$ cat src/rtl/lbl_pkg.sv
package lbl_pkg;
   localparam int HDR_BYTES = 8;
   localparam logic [7:0] RC_OK      = 8'h00;
   localparam logic [7:0] RC_BAD_IN  = 8'h02;
   localparam logic [7:0] RC_BAD_LEN = 8'h16;
   typedef enum logic [1:0] {ST_IDLE, ST_MOVE, ST_DONE} lbl_state_e;
endpackage

$ cat src/rtl/lbl_bounds.sv
module lbl_bounds #(
   parameter int LBL_BYTES = 256,
   parameter int LEN_W     = 16
) (
   input  logic             is_wr,
   input  logic [LEN_W-1:0] pl_len,
   input  logic [31:0]      off,
   input  logic [31:0]      rlen,
   output logic [7:0]       rc,
   output logic [LEN_W-1:0] n_bytes,
   output logic [31:0]      o_len
);
   import lbl_pkg::*;
   localparam logic [32:0] RD_LIM = 33'(LBL_BYTES);
   localparam logic [32:0] WR_LIM = 33'(LBL_BYTES + HDR_BYTES);
   localparam logic [LEN_W-1:0] HDR_L = LEN_W'(HDR_BYTES);

   logic [32:0] wr_end, rd_end;

   always_comb begin
      // one spare bit keeps the sum from wrapping
      wr_end  = {1'b0, off} + 33'(pl_len);
      rd_end  = {1'b0, off} + {1'b0, rlen};
      rc      = RC_OK;
      n_bytes = '0;
      o_len   = '0;
      if (is_wr) begin
         if (pl_len == '0) begin
            rc = RC_OK;
         end else if (pl_len < HDR_L || wr_end > WR_LIM) begin
            rc = RC_BAD_IN;
         end else begin
            n_bytes = pl_len - HDR_L;
         end
      end else begin
         if (pl_len != HDR_L) begin
            rc = RC_BAD_LEN;
         end else if (rd_end > RD_LIM) begin
            rc = RC_BAD_IN;
         end else begin
            n_bytes = rlen[LEN_W-1:0];
            o_len   = rlen;
         end
      end
   end
endmodule

$ cat src/rtl/lbl_store.sv
module lbl_store #(
   parameter int LBL_BYTES = 256,
   parameter int AW        = 8
) (
   input  logic          clk,
   input  logic          we,
   input  logic [AW-1:0] addr,
   input  logic [7:0]    wdata,
   output logic [7:0]    rdata
);
   logic [7:0] arr [LBL_BYTES];

   always_ff @(posedge clk) begin
      if (we) arr[addr] <= wdata;
   end

   generate
      if (LBL_BYTES == (1 << AW)) begin : g_pow2
         assign rdata = arr[addr];
      end else begin : g_odd
         assign rdata = (32'(addr) < LBL_BYTES) ? arr[addr] : 8'h00;
      end
   endgenerate
endmodule

$ cat src/rtl/lbl_seq.sv
module lbl_seq #(
   parameter int LEN_W = 16,
   parameter int AW    = 8
) (
   input  logic             clk,
   input  logic             rst_n,
   input  logic             start,
   input  logic             is_wr_in,
   input  logic [AW-1:0]    base_in,
   input  logic [LEN_W-1:0] n_in,
   input  logic [7:0]       rc_in,
   input  logic [31:0]      olen_in,
   output logic             busy,
   output logic             done,
   output logic             xfer,
   output logic             is_wr,
   output logic [LEN_W-1:0] idx,
   output logic [AW-1:0]    addr,
   output logic [7:0]       rc,
   output logic [31:0]      olen
);
   import lbl_pkg::*;
   lbl_state_e       st;
   logic [AW-1:0]    base_q;
   logic [LEN_W-1:0] n_q;

   always_ff @(posedge clk or negedge rst_n) begin
      if (!rst_n) begin
         st     <= ST_IDLE;
         is_wr  <= 1'b0;
         base_q <= '0;
         n_q    <= '0;
         idx    <= '0;
         rc     <= RC_OK;
         olen   <= '0;
      end else begin
         case (st)
            ST_IDLE: if (start) begin
               is_wr  <= is_wr_in;
               base_q <= base_in;
               n_q    <= n_in;
               idx    <= '0;
               rc     <= rc_in;
               olen   <= olen_in;
               st     <= (rc_in == RC_OK && n_in != '0) ? ST_MOVE : ST_DONE;
            end
            ST_MOVE: begin
               idx <= idx + 1'b1;
               if (idx == n_q - 1'b1) st <= ST_DONE;
            end
            default: st <= ST_IDLE;
         endcase
      end
   end

   assign busy = (st != ST_IDLE);
   assign done = (st == ST_DONE);
   assign xfer = (st == ST_MOVE);
   assign addr = base_q + idx[AW-1:0];
endmodule

$ cat src/rtl/lbl_engine.sv
module lbl_engine #(
   parameter int LBL_BYTES = 256,
   parameter int LEN_W     = 16
) (
   input  logic             clk,
   input  logic             rst_n,
   input  logic             cmd_valid,
   input  logic             cmd_wr,
   input  logic [LEN_W-1:0] cmd_len,
   input  logic [63:0]      cmd_hdr,
   output logic             wr_req,
   output logic [LEN_W-1:0] wr_idx,
   input  logic [7:0]       wr_byte,
   output logic             rd_vld,
   output logic [LEN_W-1:0] rd_idx,
   output logic [7:0]       rd_byte,
   output logic             busy,
   output logic             done,
   output logic [7:0]       ret_code,
   output logic [31:0]      out_len
);
   localparam int AW = (LBL_BYTES < 2) ? 1 : $clog2(LBL_BYTES);

   generate
      if (LBL_BYTES < 2) begin : g_bad_size
         $error("LBL_BYTES must be at least 2");
      end
      if (LEN_W < 4 || LEN_W > 31) begin : g_bad_lw
         $error("LEN_W must lie in 4..31");
      end else if (64'(LBL_BYTES) + 64'd8 >= (64'd1 << LEN_W)) begin : g_small_lw
         $error("LEN_W too narrow for LBL_BYTES plus header");
      end
   endgenerate

   logic             start, xfer, q_wr;
   logic [7:0]       chk_rc;
   logic [LEN_W-1:0] chk_n, idx;
   logic [31:0]      chk_olen;
   logic [AW-1:0]    addr;

   assign start = cmd_valid & ~busy;

   lbl_bounds #(.LBL_BYTES(LBL_BYTES), .LEN_W(LEN_W)) bounds_i (
      .is_wr(cmd_wr), .pl_len(cmd_len), .off(cmd_hdr[31:0]), .rlen(cmd_hdr[63:32]),
      .rc(chk_rc), .n_bytes(chk_n), .o_len(chk_olen));

   lbl_seq #(.LEN_W(LEN_W), .AW(AW)) seq_i (
      .clk(clk), .rst_n(rst_n), .start(start), .is_wr_in(cmd_wr),
      .base_in(cmd_hdr[AW-1:0]), .n_in(chk_n), .rc_in(chk_rc), .olen_in(chk_olen),
      .busy(busy), .done(done), .xfer(xfer), .is_wr(q_wr), .idx(idx),
      .addr(addr), .rc(ret_code), .olen(out_len));

   lbl_store #(.LBL_BYTES(LBL_BYTES), .AW(AW)) store_i (
      .clk(clk), .we(wr_req), .addr(addr), .wdata(wr_byte), .rdata(rd_byte));

   assign wr_req = xfer & q_wr;
   assign rd_vld = xfer & ~q_wr;
   assign wr_idx = idx;
   assign rd_idx = idx;
endmodule

$ cat config.mk
export PLATFORM = sky130hd
export DESIGN_NAME = lbl_engine
export DESIGN_NICKNAME = d
export VERILOG_FILES = /design/src/rtl/lbl_pkg.sv /design/src/rtl/lbl_bounds.sv /design/src/rtl/lbl_store.sv /design/src/rtl/lbl_seq.sv /design/src/rtl/lbl_engine.sv
export SDC_FILE = /design/constraint.sdc
export NUM_CORES = 2
export LEC_CHECK = 0
export BUFFER_PORTS_ARGS = -buffer_cell sky130_fd_sc_hd__buf_2
export CAP_MARGIN = 10
export CORE_MARGIN = 2
export CORE_UTILIZATION = 60
export CTS_CLUSTER_SIZE = 30
export DETAILED_ROUTE_END_ITERATION = 6
export PLACE_DENSITY = 0.75
export RECOVER_POWER = 100
export SYNTH_ARGS = -nofsm -noshare
export SYNTH_HDL_FRONTEND = slang
export SYNTH_HIERARCHICAL = 1
export SYNTH_SLANG_ARGS = --single-unit
export TNS_END_PERCENT = 10
$ cat constraint.sdc
create_clock -name clk -period 4.3 [get_ports clk]
set_input_delay 0.43 -clock clk [delete_from_list [all_inputs] [get_ports clk]]
set_output_delay 0.43 -clock clk [all_outputs]
set_load 0.05 [all_outputs]
### After elaboration in Yosys (flattened, before gate mapping)

Memories as Yosys holds them, arrays and structs flattened.
Cells that the tools add are included.
Widths: inputs -> output; s select.

* add/sub/neg operators: 6
* magnitude comparators: 3
* bitwise gates (word level): 5
* muxes and demuxes: 21
* reduce and logical (&&, ||, !) cells: 11
* equality and inequality tests: 6

Operator list (count)
* $mux 16: 6
* $mux 32: 3
* $gt 33x9->1 const B: 2
* $add 32x16->33: 1
* $add 32x32->33: 1
* $pmux 16 s2: 1
* $mux 8: 3
* $add 16x1->16 const B: 1
* $eq 16x16->1: 1
* $logic_not 16->1: 1
* $lt 16x4->1 const B: 1
* $ne 16x4->1 const B: 1
* $reduce_bool 16->1: 1
* $sub 16x1->16 const B: 1
* $sub 16x4->16 const B: 1
* $mux 2: 5
* $add 8x8->8: 1
* $logic_not 8->1: 1
* $reduce_and 2->1: 3
* $ne 2x1->1 const B: 2
* $pmux 2 s2: 1
* $reduce_bool 2->1: 2
* $and 1x1->1: 3
* $eq 2x1->1 const B: 1
* other kinds (6): 8

* bits in registers: 83
* memories kept: 1
* bits in writable memories: 2048
* word-level logic and storage cells: 60
* input port bits: 92

Memory list
* store_i.arr: words 256, width 8, read ports 1, clocked after Yosys merged registers in 0, write ports 1, line lbl_store.sv:11 `logic [7:0] arr [LBL_BYTES];`

### Logic depth before layout (Yosys ltp)

* depth after elaboration: 11
* depth in mapped cells: 18
* gate-level depth less buffers: 16

### Hierarchy

The synthesis kept the hierarchy.

Modules (own cells, without submodules)
* lbl_store: cells an instance 3539, instances 1, seq. area each 61499.0 um^2, area an instance 78332.6 um^2
* lbl_bounds: cells an instance 649, instances 1, seq. area each 0.0 um^2, area an instance 4400.5 um^2
* lbl_seq: cells an instance 480, instances 1, seq. area each 2077.0 um^2, area an instance 4103.9 um^2
* lbl_engine: cells an instance 19, instances 1, seq. area each 0.0 um^2, area an instance 142.6 um^2

### Worst setup path after synthesis

No wires, ideal clock.

* path type: input port to flip-flop
* start: input port cmd_hdr[0]
* end: register seq_i.st[1]
* required time: 4.180 ns
* library setup time: 0.120 ns
* arrival: 4.219 ns
* stages on the path: 15
* setup slack: -0.040 ns
* buffers on the path: 1
* cell sequence: ha_1 fa_1 a21o_1 a221oi_2 o31a_1 o21ai_1 mux2i_1 or4_1 or4_4 nor4_4 clkbuf_2 a21oi_1 nor4_1 nand3_1 o211a_1

* word-level cells in the longest chain between the ends: 11

Ends and longest elaborated chain
* start: declaration: line lbl_engine.sv:10 `input logic [63:0] cmd_hdr,`
* $add 32x16->33: line lbl_bounds.sv:22 `wr_end = {1'b0, off} + 33'(pl_len);`
* $gt 33x9->1: line lbl_bounds.sv:30 `end else if (pl_len < HDR_L || wr_end > WR_LIM) begin`
* $logic_or 1x1->1: line lbl_bounds.sv:30
* $mux 2: line lbl_bounds.sv:30
* $mux 8: line lbl_bounds.sv:28 `if (pl_len == '0) begin`
* $mux 8 *: line lbl_bounds.sv:27 `if (is_wr) begin`
* net chk_rc[1]: line lbl_engine.sv:36 `logic [7:0] chk_rc;`
* $logic_not 8->1 *: line lbl_seq.sv:45 `st <= (rc_in == RC_OK && n_in != '0) ? ST_MOVE : ST_DONE;`
* $logic_and 1x1->1 *: line lbl_seq.sv:45
* $mux 2 *: line lbl_seq.sv:45
* $mux 2 *: line lbl_seq.sv:38 `ST_IDLE: if (start) begin`
* $pmux 2 s2 *: line lbl_seq.sv:37 `case (st)`
* end signal: assignment: line lbl_seq.sv:45
* end: declaration: line lbl_seq.sv:23 `lbl_state_e st;`

The timed path passes the listed nets; every way through them passes the cells marked *. The select of a mux whose other input is x is not followed.
A chain may end at the register's enable or synchronous reset.

### Worst setup path in the final report

* start: register seq_i.idx[0]
* end: output port rd_byte[3]

* word-level cells in the longest chain between the ends: 2

Ends and longest elaborated chain
* start: declaration: line lbl_seq.sv:17 `output logic [LEN_W-1:0] idx,`
* start signal: assignment: line lbl_seq.sv:48 `idx <= idx + 1'b1;`
* $add 8x8->8: line lbl_seq.sv:59 `assign addr = base_q + idx[AW-1:0];`
* net addr[1]: line lbl_engine.sv:39 `logic [AW-1:0] addr;`
* $mem_v2 256x8
* end: declaration: line lbl_engine.sv:16 `output logic [7:0] rd_byte,`

The timed path passes the listed nets, and every way through them passes these cells.

==> results.sh <==
export IMPL_ys_async_sr_fraction_pct=3.895
export IMPL_viasPerCell=6.691
export IMPL_max_freq_mhz=193.7
export IMPL_grt_setup_unrepaired="true"
export IMPL_min_period_ns=5.162
export IMPL_netlist_area_leader_share_pct=70.71
export IMPL_ios=176
export IMPL_drtIter0Drc=6838
export IMPL_wire_per_inst_um=31.11
export IMPL_cpPeakStageDelay_ns=0.54
export IMPL_p_leak_nw=34.72
export IMPL_path_buf_inv=7
export IMPL_die_h_um=384.7
export IMPL_worstSetupStartpoint="seq_i/idx[0]"
export IMPL_ys_seq_elements=2131
export IMPL_met2_usage_pct=52.27
export IMPL_finalWeightedCongestion=0.9350
export IMPL_clk_pin_slew_ns=0.07
export IMPL_synthXorXnorAreaFrac_pct=0.5740
export IMPL_overflow=0
export IMPL_finalSetupViolations=8
export IMPL_yosys_warnings=6
export IMPL_clockBufferDepth=3
export IMPL_synth_top_family_by_area="multiplexers"
export IMPL_dr_pass1_iters=7
export IMPL_crit_path_end_kind="output pin"
export IMPL_wl_um=237000
export IMPL_antenna_found_initial=6
export IMPL_cp_cell_sequence="ha_4 -> inv_2 -> fa_2 -> buf_12 -> clkinv_16 -> buf_16 -> buf_16 -> mux4_2 -> a22oi_1 -> a21oi_1 -> o41ai_2 -> buf_4 -> nand4_1 -> buf_6"
export IMPL_cts_htree_levels=4
export IMPL_pre_cts_ws_ns=-0.5479
export IMPL_ir_drop_uv=429.5
export IMPL_r2r_setup_slack_ns=0.05
export IMPL_synth_area_top_cells="edfxtp_1 71%, mux4_2 13%, dfrtp_1 2.4%, a22oi_1 2.2%, nor2_1 1.3%"
export IMPL_area_growth_syn_to_layout_pct=18.86
export IMPL_synthAdderAreaFrac_pct=0.9149
export IMPL_yosysTopAreaCell="edfxtp_1"
export IMPL_drc=0
export IMPL_cts_made_buffers=199
export IMPL_path_delay_family="buffers and inverters"
export IMPL_outcome="complete, but fails checks"
export IMPL_cpMaxStageDelayCell="fa_2"
export IMPL_core_sq_um=143800
export IMPL_busiest_layer="met2"
export IMPL_path_class="reg -> out"
export IMPL_synth_most_common_cell="edfxtp_1"
export IMPL_cts_tree="yes"
export IMPL_start_util_pct=60.47
export IMPL_die_w_um=384.7
export IMPL_cellPowerDensity_nw_per_um2=425.7
export IMPL_cp_start_kind="register"
export IMPL_netlist_top_cells_count="2048 x edfxtp_1, 512 x mux4_2, 290 x nor2_1, 286 x nand2_1, 257 x a22oi_1"
export IMPL_synth_mux_area_share_pct=13.40
export IMPL_r2r_cells=13
export IMPL_dp_hpwl_um=138500
export IMPL_regArea_sq_um=63580
export IMPL_drtAntennaViolNets=0
export IMPL_yosysUniqueCellTypes=93
export IMPL_row_count=139
export IMPL_grt_util_all_layers_pct=32.37
export IMPL_root_buffer="clkbuf_16"
export IMPL_max_cap_violations=16
export IMPL_synthSimpleGateAreaFrac_pct=4.619
export IMPL_violations="capacitance limit, slew limit, setup timing"
export IMPL_vias=50980
export IMPL_fill_cells=8186
export IMPL_worst_pin_slew_ns=4.787
export IMPL_power_mw=44.01
export IMPL_critical_path_required_ns=3.87
export IMPL_worstHoldEndpoint="seq_i/olen[13]"
export IMPL_crit_top_cell="buf_16"
export IMPL_multi_input_area_sq_um=22860
export IMPL_fin_util_pct=71.88
export IMPL_min_path_type="in -> reg"
export IMPL_synth_area_per_cell_sq_um=18.56
export IMPL_synth_cell_area_sq_um=86980
export IMPL_cts_sinks=2131
export IMPL_clock_skew_ns=0.03799
export IMPL_grt_max_degree=153
export IMPL_port_buffers=175
export IMPL_finalCritPeriodShare_pct=120.0
export IMPL_whs_ns=0.09246
export IMPL_timing_final_ws_setup_ns=-0.8616
export IMPL_syn_inst=4687
export IMPL_r2r_end="store_i/arr[96][0]"
export IMPL_synth_edf_count=2048
export IMPL_ys_seq_area_share_pct=73.09
export IMPL_cp_arrival_ns=4.73
export IMPL_min_from="cmd_hdr[45]"
export IMPL_timing_critical_path_fanout_max=15
export IMPL_grt_pass1_wl_um=346900
export IMPL_finalHoldViolCount=0
export IMPL_final_max_slew_viol_count=1516
export IMPL_die_area_sq_um=148000
export IMPL_use_met1_pct=43.21
export IMPL_drive_gt1_share_pct=32.84
export IMPL_slew_headroom_pct=-219.1
export IMPL_grt_pass1_vias=51360
export IMPL_clkLatencyLatePin_ns=0.84
export IMPL_grtUsageMet3_pct=6.404
export IMPL_reg2reg_from="seq_i/idx[1]"
export IMPL_hold_depth=5
export IMPL_synth_ff_type="edfxtp_1"
export IMPL_synth_compound_area_share_pct=5.594
export IMPL_nNetsFinal=5694
==> routing by layer <==
metal / wire length (um) / vias up
li1: - / 20940
met1: 83830 / 26070
met2: 116500 / 3302
met3: 24480 / 662
met4: 12200 / 8
met5: 57 / -
==> where the power goes <==
group	leakage (nW)	internal, mW	switching (mW)
Sequential	19.5	22.8	0.0142
Clock	3.19	9.86	7.78
Combinational	12.0	1.39	2.15
Total	34.7	34.1	9.95
==> repair_timing <==
item	4_1_cts	5_1_grt
cloned	16	3
hold endpoints to repair	106	0
hold buffers	24	0
resized for setup	159	80
pin swaps	36	31
endpoints found under the setup margin	8	91
buffers inserted	19	3
==> flip-flops by register name (all words and copies together) (netlist names) <==
signal / flops
seq_i/base_q: 8
seq_i/idx: 16
seq_i/is_wr: 1
seq_i/n_q: 16
seq_i/olen: 32
seq_i/rc: 8
seq_i/st: 2
store_i/arr: 2048
==> per-stage QoR <==
| step | instances | setup TNS, ns | cell area, sq um |
|---|---|---|---|
| after floorplan | 4691 | 0 | 87010 |
| after global placement | 7178 | -3.354 | 94970 |
| after detailed placement | 7178 | -6.526 | 94970 |
| after CTS | 7610 | -5.054 | 103200 |
| after global routing | 7616 | -20.25 | 103400 |
| final | 7619 | -5.597 | 103400 |
==> how the worst max path moves through the flow <==
| stage | slack [ns] | endpoint | cells past startpoint |
|---|---|---|---|
| 5_1_grt | -0.87 | rd_byte[3] | 14 |
| 3_3_place_gp | -0.47 | seq_i/st[1] | 18 |
| 3_5_place_dp | -0.55 | seq_i/st[1] | 18 |
| 6_report | -0.86 | rd_byte[3] | 14 |
| 4_1_cts | -0.64 | rd_byte[6] | 15 |
| 2_1_floorplan | 0.003 | seq_i/st[1] | 15 |
==> cells by family (layout without fill, tap and decap cells) <==
group | after synthesis | in the layout
XOR/XNOR | 57 | 57
other | 1 | 8
AND/OR/NAND/NOR | 874 | 874
buffers and inverters | 331 | 1353
multiplexers | 524 | 524
flip-flops | 2131 | 2131
AO/OA/AOI/OAI | 707 | 707
adder cells (fa/ha/maj) | 62 | 62
==> worst reg2reg max path: stages, from the launching register on <==
cell      delay, ns
dfrtp_2        0.45
ha_1           0.31
a21o_1         0.22
a21oi_2        0.20
nor2b_1        0.07
o21a_1         0.19
o41ai_1        0.33
xnor2_1        0.24
clkbuf_1       0.19
nor2b_1        0.26
buf_4          0.31
nand2_1        0.46
nor2_1         0.50
buf_4          0.23
==> layout make-up <==
class / count / area share [%]
clock buffers: 245 / 5.095
clock inverters: 128 / 1.250
multi-input cells: 2229 / 22.12
repair inverters: 2 / 0.02663
diodes: 3 / 0.007262
inverters: 25 / 0.1162
repair buffers: 953 / 7.590
flip-flops and latches: 2131 / 61.50
well taps: 1903 / 2.303
==> cell usage in the layout, fill, tap and decap left out, types with 44 or more instances in the layout <==
master     Yosys  layout
nor3_1        56      55
mux4_2       512     512
a21oi_1      190     153
clkbuf_1     190     123
edfxtp_1    2048    2048
clkbuf_16      0     206
buf_2         36      82
a22oi_1      257     164
nand2_1      286     286
clkinv_1       0      51
dfrtp_1       83      82
buf_12         0      44
o21ai_0       58      58
nand3_1       51      51
buf_4         38     652
ha_1          58      57
a22oi_2        0      93
nor2_1       290     289
Power figures use the tool's default switching activity.
